===== src/rtl/sms_pkg.sv =====
package sms_pkg;

  typedef enum logic [3:0] {
    ST_IDLE,
    ST_ADDR,
    ST_AACK,
    ST_WR,
    ST_WACK,
    ST_RD,
    ST_RREL,
    ST_RSMP,
    ST_RNXT
  } sms_state_e;

endpackage


===== src/rtl/sms_line_sync.sv =====
module sms_line_sync #(
  parameter int SYNC_STAGES = 2
) (
  input  logic clk,
  input  logic rst_n,
  input  logic scl_i,
  input  logic sda_i,
  output logic sda_s,
  output logic scl_rise,
  output logic scl_fall,
  output logic start_det,
  output logic stop_det
);

  logic [SYNC_STAGES-1:0] scl_sr, sda_sr;
  logic                   scl_q, sda_q;
  logic                   scl_s;

  assign scl_s = scl_sr[SYNC_STAGES-1];
  assign sda_s = sda_sr[SYNC_STAGES-1];

  always_ff @(posedge clk or negedge rst_n) begin
    if (!rst_n) begin
      scl_sr <= '1;
      sda_sr <= '1;
      scl_q  <= 1'b1;
      sda_q  <= 1'b1;
    end else begin
      scl_sr <= {scl_sr[SYNC_STAGES-2:0], scl_i};
      sda_sr <= {sda_sr[SYNC_STAGES-2:0], sda_i};
      scl_q  <= scl_s;
      sda_q  <= sda_s;
    end
  end

  assign scl_rise  = scl_s & ~scl_q;
  assign scl_fall  = ~scl_s & scl_q;
  assign start_det = scl_s & scl_q & sda_q & ~sda_s;
  assign stop_det  = scl_s & scl_q & ~sda_q & sda_s;

endmodule


===== src/rtl/sms_write_stage.sv =====
module sms_write_stage #(
  parameter int ADDR_W     = 7,
  parameter int DATA_W     = 8,
  parameter int PAGE_W     = 2,
  parameter int TWR_CYCLES = 5000
) (
  input  logic                                  clk,
  input  logic                                  rst_n,
  input  logic                                  wr_en,
  input  logic [ADDR_W-1:0]                     wr_addr,
  input  logic [DATA_W-1:0]                     wr_data,
  input  logic                                  discard,
  input  logic                                  launch,
  output logic                                  busy,
  output logic                                  commit,
  output logic [ADDR_W-PAGE_W-1:0]              commit_base,
  output logic [(1<<PAGE_W)-1:0]                commit_valid,
  output logic [(1<<PAGE_W)-1:0][DATA_W-1:0]    commit_data
);

  localparam int SLOTS  = 1 << PAGE_W;
  localparam int BASE_W = ADDR_W - PAGE_W;
  localparam int TMR_W  = $clog2(TWR_CYCLES + 1);

  logic                         busy_q, busy_n;
  logic [TMR_W-1:0]             tmr_q, tmr_n;
  logic [SLOTS-1:0]             valid_q, valid_n;
  logic [SLOTS-1:0][DATA_W-1:0] data_q, data_n;
  logic [BASE_W-1:0]            base_q, base_n;
  logic                         last_tick;

  assign last_tick = busy_q && (tmr_q == TMR_W'(1));

  always_comb begin
    busy_n  = busy_q;
    tmr_n   = tmr_q;
    valid_n = valid_q;
    data_n  = data_q;
    base_n  = base_q;
    if (busy_q) begin
      if (last_tick) begin
        busy_n  = 1'b0;
        valid_n = '0;
      end else begin
        tmr_n = tmr_q - TMR_W'(1);
      end
    end else if (discard) begin
      valid_n = '0;
    end else if (launch && (|valid_q)) begin
      busy_n = 1'b1;
      tmr_n  = TMR_W'(TWR_CYCLES);
    end else if (wr_en) begin
      data_n[wr_addr[PAGE_W-1:0]]  = wr_data;
      valid_n[wr_addr[PAGE_W-1:0]] = 1'b1;
      base_n                       = wr_addr[ADDR_W-1:PAGE_W];
    end
  end

  always_ff @(posedge clk or negedge rst_n) begin
    if (!rst_n) begin
      busy_q  <= 1'b0;
      tmr_q   <= '0;
      valid_q <= '0;
      data_q  <= '0;
      base_q  <= '0;
    end else begin
      busy_q  <= busy_n;
      tmr_q   <= tmr_n;
      valid_q <= valid_n;
      data_q  <= data_n;
      base_q  <= base_n;
    end
  end

  assign busy         = busy_q;
  assign commit       = last_tick;
  assign commit_base  = base_q;
  assign commit_valid = valid_q;
  assign commit_data  = data_q;

endmodule


===== src/rtl/sms_mem_core.sv =====
module sms_mem_core #(
  parameter int ADDR_W = 7,
  parameter int DATA_W = 8,
  parameter int PAGE_W = 2
) (
  input  logic                               clk,
  input  logic                               commit,
  input  logic [ADDR_W-PAGE_W-1:0]           commit_base,
  input  logic [(1<<PAGE_W)-1:0]             commit_valid,
  input  logic [(1<<PAGE_W)-1:0][DATA_W-1:0] commit_data,
  input  logic [ADDR_W-1:0]                  rd_addr,
  output logic [DATA_W-1:0]                  rd_data
);

  localparam int DEPTH = 1 << ADDR_W;
  localparam int SLOTS = 1 << PAGE_W;

  logic [DATA_W-1:0] mem [DEPTH];

  always_ff @(posedge clk) begin
    if (commit) begin
      for (int k = 0; k < SLOTS; k++) begin
        if (commit_valid[k]) begin
          mem[{commit_base, PAGE_W'(k)}] <= commit_data[k];
        end
      end
    end
  end

  assign rd_data = mem[rd_addr];

endmodule


===== src/rtl/sms_xfer_fsm.sv =====
module sms_xfer_fsm
  import sms_pkg::*;
#(
  parameter int ADDR_W = 7,
  parameter int DATA_W = 8,
  parameter int PAGE_W = 2
) (
  input  logic              clk,
  input  logic              rst_n,
  input  logic              sda_s,
  input  logic              scl_rise,
  input  logic              scl_fall,
  input  logic              start_det,
  input  logic              stop_det,
  input  logic              busy,
  input  logic [DATA_W-1:0] rd_data,
  output logic [ADDR_W-1:0] addr,
  output logic              wr_en,
  output logic [DATA_W-1:0] wr_data,
  output logic              sda_oe,
  output logic              idle
);

  localparam int CNT_W = $clog2(DATA_W);
  localparam logic [CNT_W-1:0] LAST = CNT_W'(DATA_W - 1);

  sms_state_e         state_q, state_n;
  logic               phase_q, phase_n;
  logic [CNT_W-1:0]   cnt_q, cnt_n;
  logic [DATA_W-1:0]  sh_q, sh_n;
  logic [ADDR_W-1:0]  addr_q, addr_n;
  logic               rw_q, rw_n;
  logic               oe_q, oe_n;
  logic [DATA_W-1:0]  byte_in;

  assign byte_in = {sh_q[DATA_W-2:0], sda_s};

  always_comb begin
    state_n = state_q;
    phase_n = phase_q;
    cnt_n   = cnt_q;
    sh_n    = sh_q;
    addr_n  = addr_q;
    rw_n    = rw_q;
    oe_n    = oe_q;
    wr_en   = 1'b0;
    if (busy) begin
      state_n = ST_IDLE;
      oe_n    = 1'b0;
    end else if (start_det) begin
      state_n = ST_ADDR;
      cnt_n   = '0;
      phase_n = 1'b0;
      oe_n    = 1'b0;
    end else if (stop_det) begin
      state_n = ST_IDLE;
      oe_n    = 1'b0;
    end else begin
      unique case (state_q)
        ST_ADDR: if (scl_rise) begin
          sh_n  = byte_in;
          cnt_n = cnt_q + CNT_W'(1);
          if (cnt_q == LAST) begin
            addr_n  = byte_in[DATA_W-1:1];
            rw_n    = byte_in[0];
            phase_n = 1'b0;
            state_n = ST_AACK;
          end
        end
        ST_AACK: if (scl_fall) begin
          if (!phase_q) begin
            oe_n    = 1'b1;
            phase_n = 1'b1;
          end else begin
            phase_n = 1'b0;
            cnt_n   = '0;
            if (rw_q) begin
              oe_n    = ~rd_data[DATA_W-1];
              state_n = ST_RD;
            end else begin
              oe_n    = 1'b0;
              state_n = ST_WR;
            end
          end
        end
        ST_WR: if (scl_rise) begin
          sh_n  = byte_in;
          cnt_n = cnt_q + CNT_W'(1);
          if (cnt_q == LAST) begin
            wr_en   = 1'b1;
            addr_n  = {addr_q[ADDR_W-1:PAGE_W], addr_q[PAGE_W-1:0] + PAGE_W'(1)};
            phase_n = 1'b0;
            state_n = ST_WACK;
          end
        end
        ST_WACK: if (scl_fall) begin
          if (!phase_q) begin
            oe_n    = 1'b1;
            phase_n = 1'b1;
          end else begin
            oe_n    = 1'b0;
            phase_n = 1'b0;
            cnt_n   = '0;
            state_n = ST_WR;
          end
        end
        ST_RD: begin
          if (scl_rise) begin
            cnt_n = cnt_q + CNT_W'(1);
            if (cnt_q == LAST) state_n = ST_RREL;
          end else if (scl_fall) begin
            oe_n = ~rd_data[LAST - cnt_q];
          end
        end
        ST_RREL: if (scl_fall) begin
          oe_n    = 1'b0;
          state_n = ST_RSMP;
        end
        ST_RSMP: if (scl_rise) begin
          if (!sda_s) begin
            addr_n  = addr_q + ADDR_W'(1);
            state_n = ST_RNXT;
          end else begin
            state_n = ST_IDLE;
          end
        end
        ST_RNXT: if (scl_fall) begin
          oe_n    = ~rd_data[DATA_W-1];
          cnt_n   = '0;
          state_n = ST_RD;
        end
        default: state_n = ST_IDLE;
      endcase
    end
  end

  always_ff @(posedge clk or negedge rst_n) begin
    if (!rst_n) begin
      state_q <= ST_IDLE;
      phase_q <= 1'b0;
      cnt_q   <= '0;
      sh_q    <= '0;
      addr_q  <= '0;
      rw_q    <= 1'b0;
      oe_q    <= 1'b0;
    end else begin
      state_q <= state_n;
      phase_q <= phase_n;
      cnt_q   <= cnt_n;
      sh_q    <= sh_n;
      addr_q  <= addr_n;
      rw_q    <= rw_n;
      oe_q    <= oe_n;
    end
  end

  assign addr    = addr_q;
  assign wr_data = byte_in;
  assign sda_oe  = oe_q;
  assign idle    = (state_q == ST_IDLE);

endmodule


===== src/rtl/serial_mem_slave.sv =====
module serial_mem_slave #(
  parameter int ADDR_W      = 7,
  parameter int DATA_W      = 8,
  parameter int PAGE_W      = 2,
  parameter int TWR_CYCLES  = 5000,
  parameter int SYNC_STAGES = 2
) (
  input  logic clk,
  input  logic rst_n,
  input  logic scl_i,
  input  logic sda_i,
  output logic sda_oe
);

  localparam int SLOTS  = 1 << PAGE_W;
  localparam int BASE_W = ADDR_W - PAGE_W;

  logic                         sda_s, scl_rise, scl_fall, start_det, stop_det;
  logic                         busy, commit, wr_en, fsm_idle;
  logic [ADDR_W-1:0]            addr;
  logic [DATA_W-1:0]            wr_data, rd_data;
  logic [BASE_W-1:0]            commit_base;
  logic [SLOTS-1:0]             commit_valid;
  logic [SLOTS-1:0][DATA_W-1:0] commit_data;

  sms_line_sync #(.SYNC_STAGES(SYNC_STAGES)) u_sync (
    .clk(clk), .rst_n(rst_n), .scl_i(scl_i), .sda_i(sda_i),
    .sda_s(sda_s), .scl_rise(scl_rise), .scl_fall(scl_fall),
    .start_det(start_det), .stop_det(stop_det)
  );

  sms_xfer_fsm #(.ADDR_W(ADDR_W), .DATA_W(DATA_W), .PAGE_W(PAGE_W)) u_fsm (
    .clk(clk), .rst_n(rst_n), .sda_s(sda_s), .scl_rise(scl_rise),
    .scl_fall(scl_fall), .start_det(start_det), .stop_det(stop_det),
    .busy(busy), .rd_data(rd_data), .addr(addr), .wr_en(wr_en),
    .wr_data(wr_data), .sda_oe(sda_oe), .idle(fsm_idle)
  );

  sms_write_stage #(
    .ADDR_W(ADDR_W), .DATA_W(DATA_W), .PAGE_W(PAGE_W), .TWR_CYCLES(TWR_CYCLES)
  ) u_wstage (
    .clk(clk), .rst_n(rst_n), .wr_en(wr_en), .wr_addr(addr), .wr_data(wr_data),
    .discard(start_det), .launch(stop_det), .busy(busy), .commit(commit),
    .commit_base(commit_base), .commit_valid(commit_valid), .commit_data(commit_data)
  );

  sms_mem_core #(.ADDR_W(ADDR_W), .DATA_W(DATA_W), .PAGE_W(PAGE_W)) u_mem (
    .clk(clk), .commit(commit), .commit_base(commit_base),
    .commit_valid(commit_valid), .commit_data(commit_data),
    .rd_addr(addr), .rd_data(rd_data)
  );

endmodule


===== config.mk =====
export PLATFORM = sky130hd
export DESIGN_NAME = serial_mem_slave
export DESIGN_NICKNAME = d
export VERILOG_FILES = /design/src/rtl/sms_pkg.sv /design/src/rtl/sms_line_sync.sv /design/src/rtl/sms_write_stage.sv /design/src/rtl/sms_mem_core.sv /design/src/rtl/sms_xfer_fsm.sv /design/src/rtl/serial_mem_slave.sv
export SDC_FILE = /design/constraint.sdc
export NUM_CORES = 1
export LEC_CHECK = 0
export CAP_MARGIN = 20
export CORE_UTILIZATION = 63
export CTS_CLUSTER_DIAMETER = 200
export DETAILED_ROUTE_END_ITERATION = 8
export PLACE_DENSITY = 0.79
export SLEW_MARGIN = 10
export SYNTH_ARGS = -nofsm -noshare
export SYNTH_HDL_FRONTEND = slang
export SYNTH_HIERARCHICAL = 1
export SYNTH_SLANG_ARGS = --single-unit

===== constraint.sdc =====
create_clock -name clk -period 4.7 [get_ports clk]
set_input_delay 0.47 -clock clk [delete_from_list [all_inputs] [get_ports clk]]
set_output_delay 0.47 -clock clk [all_outputs]
set_load 0.01 [all_outputs]

* After elaboration in Yosys (flattened, before gate mapping) *
Memory sizes are Yosys's and may differ from the RTL's.
Cells that the tools add are included.

storage, ports and cells
  register bits = 85
  memory bits (writable) = 1024
  word-level logic and storage cells = 204
  memories kept = 1

memory list
  memory     depth  bits a word  rd ports  clocked after memory_dff  wr ports  line                source
  u_mem.mem  128    8            1         0                         4         sms_mem_core.sv:18  logic [DATA_W-1:0] mem [DEPTH];

cells by class
  $add $sub $neg = 5
  $lt $le $gt $ge = 3
  equality and inequality tests = 42
  mux-type cells = 89
  bitwise logic cells = 19
  reduce and logical (&&, ||, !) cells = 25

operators with widths
  cell                     number
  $mux W4                  22
  $mux W13                 4
  $ne A5 B3 Y1 const B     10
  $mux W1                  40
  $mux W7                  5
  $bwmux W32               1
  $pmux W4 S8              1
  $ne A5 B2 Y1 const B     5
  $mux W3                  7
  $pmux W7 S3              1
  $demux W8 S2             1
  $eq A4 B3 Y1 const B     4
  $ne A3 B1 Y1 const B     5
  $ne A2 B2 Y1 const B     7
  $reduce_and A7 Y1        2
  $eq A13 B1 Y1 const B    1
  $reduce_and A13 Y1       1
  $sub A13 B1 Y13 const B  1
  $reduce_and A6 Y1        2
  $not A1 Y1               11
  $reduce_and A10 Y1       1
  $pmux W3 S3              1
  $reduce_and A9 Y1        1
  $reduce_bool A3 Y1       3
  other kinds (32)         46

* Depth between registers and ports, before layout *
  word-level depth = 11
  depth in mapped cells = 12
  mapped depth without buffers = 9

* Hierarchy *
Netlist, hierarchy kept.

by module, submodules not included
  module           times used  cells each  area each (µm²)  seq. area each (µm²)
  sms_mem_core     1           1636        39485.4          30749.5
  sms_write_stage  1           196         2511.2           1376.3
  sms_xfer_fsm     1           184         1667.8           600.6
  sms_line_sync    1           10          190.2            157.7

* Worst setup path after synthesis *
No wires, ideal clock.

  path kind = register to register
  from = register u_fsm.addr_q[0] (netlist: u_fsm/addr[0])
  to = register u_fsm.oe_q (netlist: u_fsm/sda_oe)
  library setup time = 95 ps
  arrival time = 3716 ps
  required time = 4605 ps
  slack = 888 ps
  cell stages (with the launch flop) = 11
  path buffers = 2
  cell sequence = dfrtp_1 clkbuf_1 clkbuf_1 mux4_2 mux4_2 mux4_2 mux2_2 mux4_2 mux2i_1 a21oi_1 o31ai_1

between the ends
  longest elaborated chain between the ends = 10
  elaborated cells between the ends (all ways) = 15
  classes of those cells = mux (12); bitwise (2); memory (1)

RTL lines
  item                           line                    source
  start: declaration             sms_xfer_fsm.sv:31      logic [ADDR_W-1:0] addr_q, addr_n;
  start signal: assignment       sms_xfer_fsm.sv:151     addr_q <= addr_n;
  $mem_v2 Z128 W8 *              n/a
  named net rd_data[7]           serial_mem_slave.sv:21  logic [DATA_W-1:0] wr_data, rd_data;
  $bmux W1 S3                    sms_xfer_fsm.sv:112     oe_n = ~rd_data[LAST - cnt_q];
  $mux W1 (implied by the code)  sms_xfer_fsm.sv:112
  $not A1 Y1                     sms_xfer_fsm.sv:112
  $mux W1                        sms_xfer_fsm.sv:111     end else if (scl_fall) begin
  $mux W1                        sms_xfer_fsm.sv:108     if (scl_rise) begin
  $pmux W1 S5 *                  sms_xfer_fsm.sv:59      unique case (state_q)
  $mux W1 *                      sms_xfer_fsm.sv:55      end else if (stop_det) begin
  $mux W1 *                      sms_xfer_fsm.sv:50      end else if (start_det) begin
  $mux W1 *                      sms_xfer_fsm.sv:47      if (busy) begin
  end signal: assignment         sms_xfer_fsm.sv:153     oe_q <= oe_n;
  end: declaration               sms_xfer_fsm.sv:33      logic oe_q, oe_n;

Mark *: on every way through the listed nets, which the timed path passes. The rest lies on a longest branch. The select of a mux whose other input is x is not followed.
A chain may end at the register's enable or synchronous reset.

* Final worst setup path *
  from = register u_fsm.addr_q[0] (netlist: u_fsm/addr[0])
  to = register u_fsm.oe_q (netlist: u_fsm/sda_oe)

between the ends
  longest elaborated chain between the ends = 10
  elaborated cells between the ends (all ways) = 15
  classes of those cells = mux (12); bitwise (2); memory (1)

RTL lines
  item                           line
  $mem_v2 Z128 W8                n/a
  named net rd_data[5]           serial_mem_slave.sv:21
  $bmux W1 S3                    sms_xfer_fsm.sv:112
  $mux W1 (implied by the code)  sms_xfer_fsm.sv:112
  $not A1 Y1                     sms_xfer_fsm.sv:112
  $mux W1                        sms_xfer_fsm.sv:111
  $mux W1                        sms_xfer_fsm.sv:108
  $pmux W1 S5                    sms_xfer_fsm.sv:59
  $mux W1                        sms_xfer_fsm.sv:55
  $mux W1                        sms_xfer_fsm.sv:50
  $mux W1                        sms_xfer_fsm.sv:47

The timed path passes the listed nets, and every way through them passes these cells. The select of a mux whose other input is x is not followed.

==> summary.txt <==
Routing
  • Total Wirelength: 117 mm
  • Average detailed-routed wire length per instance: 37.5 um
  • Post-route DRC violation count: 0
  • Drt pass-1 iters: 5
  • Final antenna-violating net count: 0
  • Number of vias after detailed routing: 23000
  • Number of DRC markers in iteration 0: 3979
  • Avg Vias per Cell: 7.37

Yosys
  • Post-Syn Nets: 2034
  • Cell area after synthesis: 43800 sq um
  • Number of standard cells after synthesis: just over 2000
  • Per-instance average area after synthesis: ~22 sq um
  • Yosys warns: 6

Placed design
  • Setup WS pre-CTS: 357 ps
  • Detailed placer's ending HPWL: 67.3 mm
  • Cell area after placement: 45300 sq um
  • Routability congestion estimate from global placement: 0.882
  • Total of buffers placed on input and output ports: 4

Finish
  • Share of final-layout standard cells stronger than drive strength 1: 29.3%
  • Total number of nets in the final design: 2113
  • Final standard cell area without fillers: 48800 sq um
  • Area added between synthesis and finish: 11.2%

Critical path
  • Startpoint kind of the worst setup timing path: register
  • Capturing element type of the critical path: register
  • Worst path arrival time: 5060 ps
  • Crit path max fanout: 27
  • Required time of the worst setup path: 5270 ps
  • Kind of critical path: register to register

Timing
  • Rel. slew slack: 21.3%
  • Final Max Tran Viols: 0
  • Peak Freq: 223 MHz
  • Setup repair after global routing missed its margin: no
  • Total negative setup slack: 0 ps
  • Post-route setup slack: 210 ps
  • Count of final setup violators: 0
  • Final Hold Fails: 0
  • Final worst path period need: 4490 ps
  • Worst clock skew: about 43 ps
  • Worst-Margin Slew: 1180 ps
  • Final worst path period share: 95.5%

Power
  • Seq pwr share: 52.8%
  • Leak pwr: roughly 16 nW
  • Share of total power consumed by net switching: 21.4%
  • Worst VDD drop: 0.283 mV
  • Internal portion of total power: 16.3 mW
  • Logic pwr share: 6.1%
  • Net Sw Power: roughly 4.4 mW
  • Power per standard cell area: around 420 nW/um^2
  • Clock power share: 41.2%

GRT
  • Global router's overall resource usage: about 34%
  • Initial antenna violation count: 4
  • Vias in the first global route: about 23000
  • Total global routing overflow: 0
  • Pin count of the biggest net entering global routing: 52
  • Wire length of the first global-routing pass: 167 mm

Floorplan
  • Die boundary height: 266 um
  • Die Footprint: approximately 70000 sq um
  • Floorplan die width: 266 um
  • Core ar.: 68700 sq um
  • Starting density of the core: approximately 64%
  • Placement Rows: 96
  • Ports: 5

Hold path
  • HP Class: primary input to register

CTS
  • Clock Pin Slew Worst Setup and Hold Paths: 70 ps
  • Post-CTS resize count: 0
  • TritonCTS clock tree: built
  • Clock root buffer master: clkbuf_16
  • Post-CTS Repair Setup Buffers: 0
  • # hold bufs at CTS: 1
  • CTS Sinks: ~1100
  • Later-pin clock latency in the skew report: 670 ps
  • Max Buffers Root-to-Sink: 3
  • Number of clock buffers inserted by TritonCTS: approximately 110
  • Depth of the CTS H-tree: 3

Status
  • Outcome: finished clean

Run
  • Max-cap violations: 0
sequential cells by signal, summed over array words and instances, names as in the netlist:
register               cells
u_fsm/cnt_q                3
u_fsm/phase_q              1
u_sync/scl_sr              2
u_wstage/commit_base       5
u_fsm/rw_q                 1
u_fsm/sh_q                 7
u_fsm/addr                 7
u_wstage/tmr_q            13
u_sync/scl_q               1
u_wstage/commit_data      32
u_sync/sda_q               1
u_fsm/sda_oe               1
u_wstage/busy              1
u_mem/mem               1024
u_sync/sda_sr              2
u_wstage/commit_valid      4
u_fsm/state_q              4
cells in the final DEF, fill, tap and decap left out, drive strengths merged, types with 3 or more instances in the layout:
cell / count
clkinv: 29
a21oi: 21
nor2: 152
clkbuf: 143
and3: 3
mux2: 55
dfrtp: 79
nand3: 13
nand3b: 3
ha: 5
mux4: 338
or2: 3
o31ai: 9
a31oi: 3
nor3: 17
nor3b: 6
nand2b: 8
clkinvlp: 4
nor2b: 8
buf: 76
nand2: 52
dfstp: 6
nand4: 4
o21ai: 25
bufinv: 12
clkdlybuf4s50: 3
nor4: 5
inv: 21
or4: 10
and2: 6
a221oi: 3
edfxtp: 1024
mux2i: 8
a211oi: 3
and3b: 3
power groups by stage:
stage | Combinational, mW | Sequential, mW | Clock [mW]
floorplan | 0.895 | 11.0 | 0
finish | 1.26 | 10.9 | 8.51
detailed placement | 1.23 | 11.1 | 0
CTS | 1.24 | 10.9 | 8.56
global route | 1.32 | 10.9 | 8.92
global placement | 1.20 | 11.1 | 0
worst paths after layout:
path                                                             end                        from  slack [ps]  cells past startpoint
worst min-delay path                      u_sync/sda_sr[0]$_DFF_PN1_                       sda_i         220                      1
worst max-delay path                        u_fsm/sda_oe$_DFFE_PN0P_   u_fsm/addr[0]$_DFFE_PN0P_         210                     11
worst min register to register            u_sync/sda_sr[1]$_DFF_PN1_  u_sync/sda_sr[0]$_DFF_PN1_         360                      0
min in group asynchronous       u_wstage/commit_data[20]$_DFFE_PN0P_                       rst_n         350                      2
max in group asynchronous                  u_fsm/addr[0]$_DFFE_PN0P_                       rst_n        3340                      3
worst max register to register              u_fsm/sda_oe$_DFFE_PN0P_   u_fsm/addr[0]$_DFFE_PN0P_         210                     11
final cells by class:
type                            instances  area [sq um]
Antenna cell                            1          2.50
Multi-Input combinational cell        790         10400
Inverter                               18          67.6
Timing Repair Buffer                   80           811
Sequential cell                      1109         32900
Clock inverter                         48           564
Clock buffer                          143          2850
Fill cell                            3827         19900
Tap cell                              931          1160
routing by layer:
metal | GRT usage (%) | vias up | share of wire, %
met2 | 52.2 | 2171 | 47
met3 | 8.89 | 385 | 14
met5 | 0 | - | 0.021
li1 | - | 8603 | -
met1 | 47.7 | 11800 | 34
met4 | 15.1 | 4 | 5.0
worst max-delay path, cell delays in order, from the launching register on:
cell and delay [ps]:
dfrtp_4 600, buf_12 280, buf_12 250, mux4_2 580, mux4_2 580, mux4_2 570, mux2_2 290, mux4_2 480
mux2i_1 210, buf_4 200, a21oi_1 70, o31ai_1 200
through the flow:
stage,util [%],hold slack [ps],power (mW),std cells
floorplan,-,174,11.9,2025
global placement,66.0,346,12.3,2927
detailed placement,66.0,349,12.3,2927
CTS,71.0,197,20.7,3119
global route,71.0,229,21.2,3119
finish,71.0,222,20.7,3120
(Power assumes the default switching activity.)
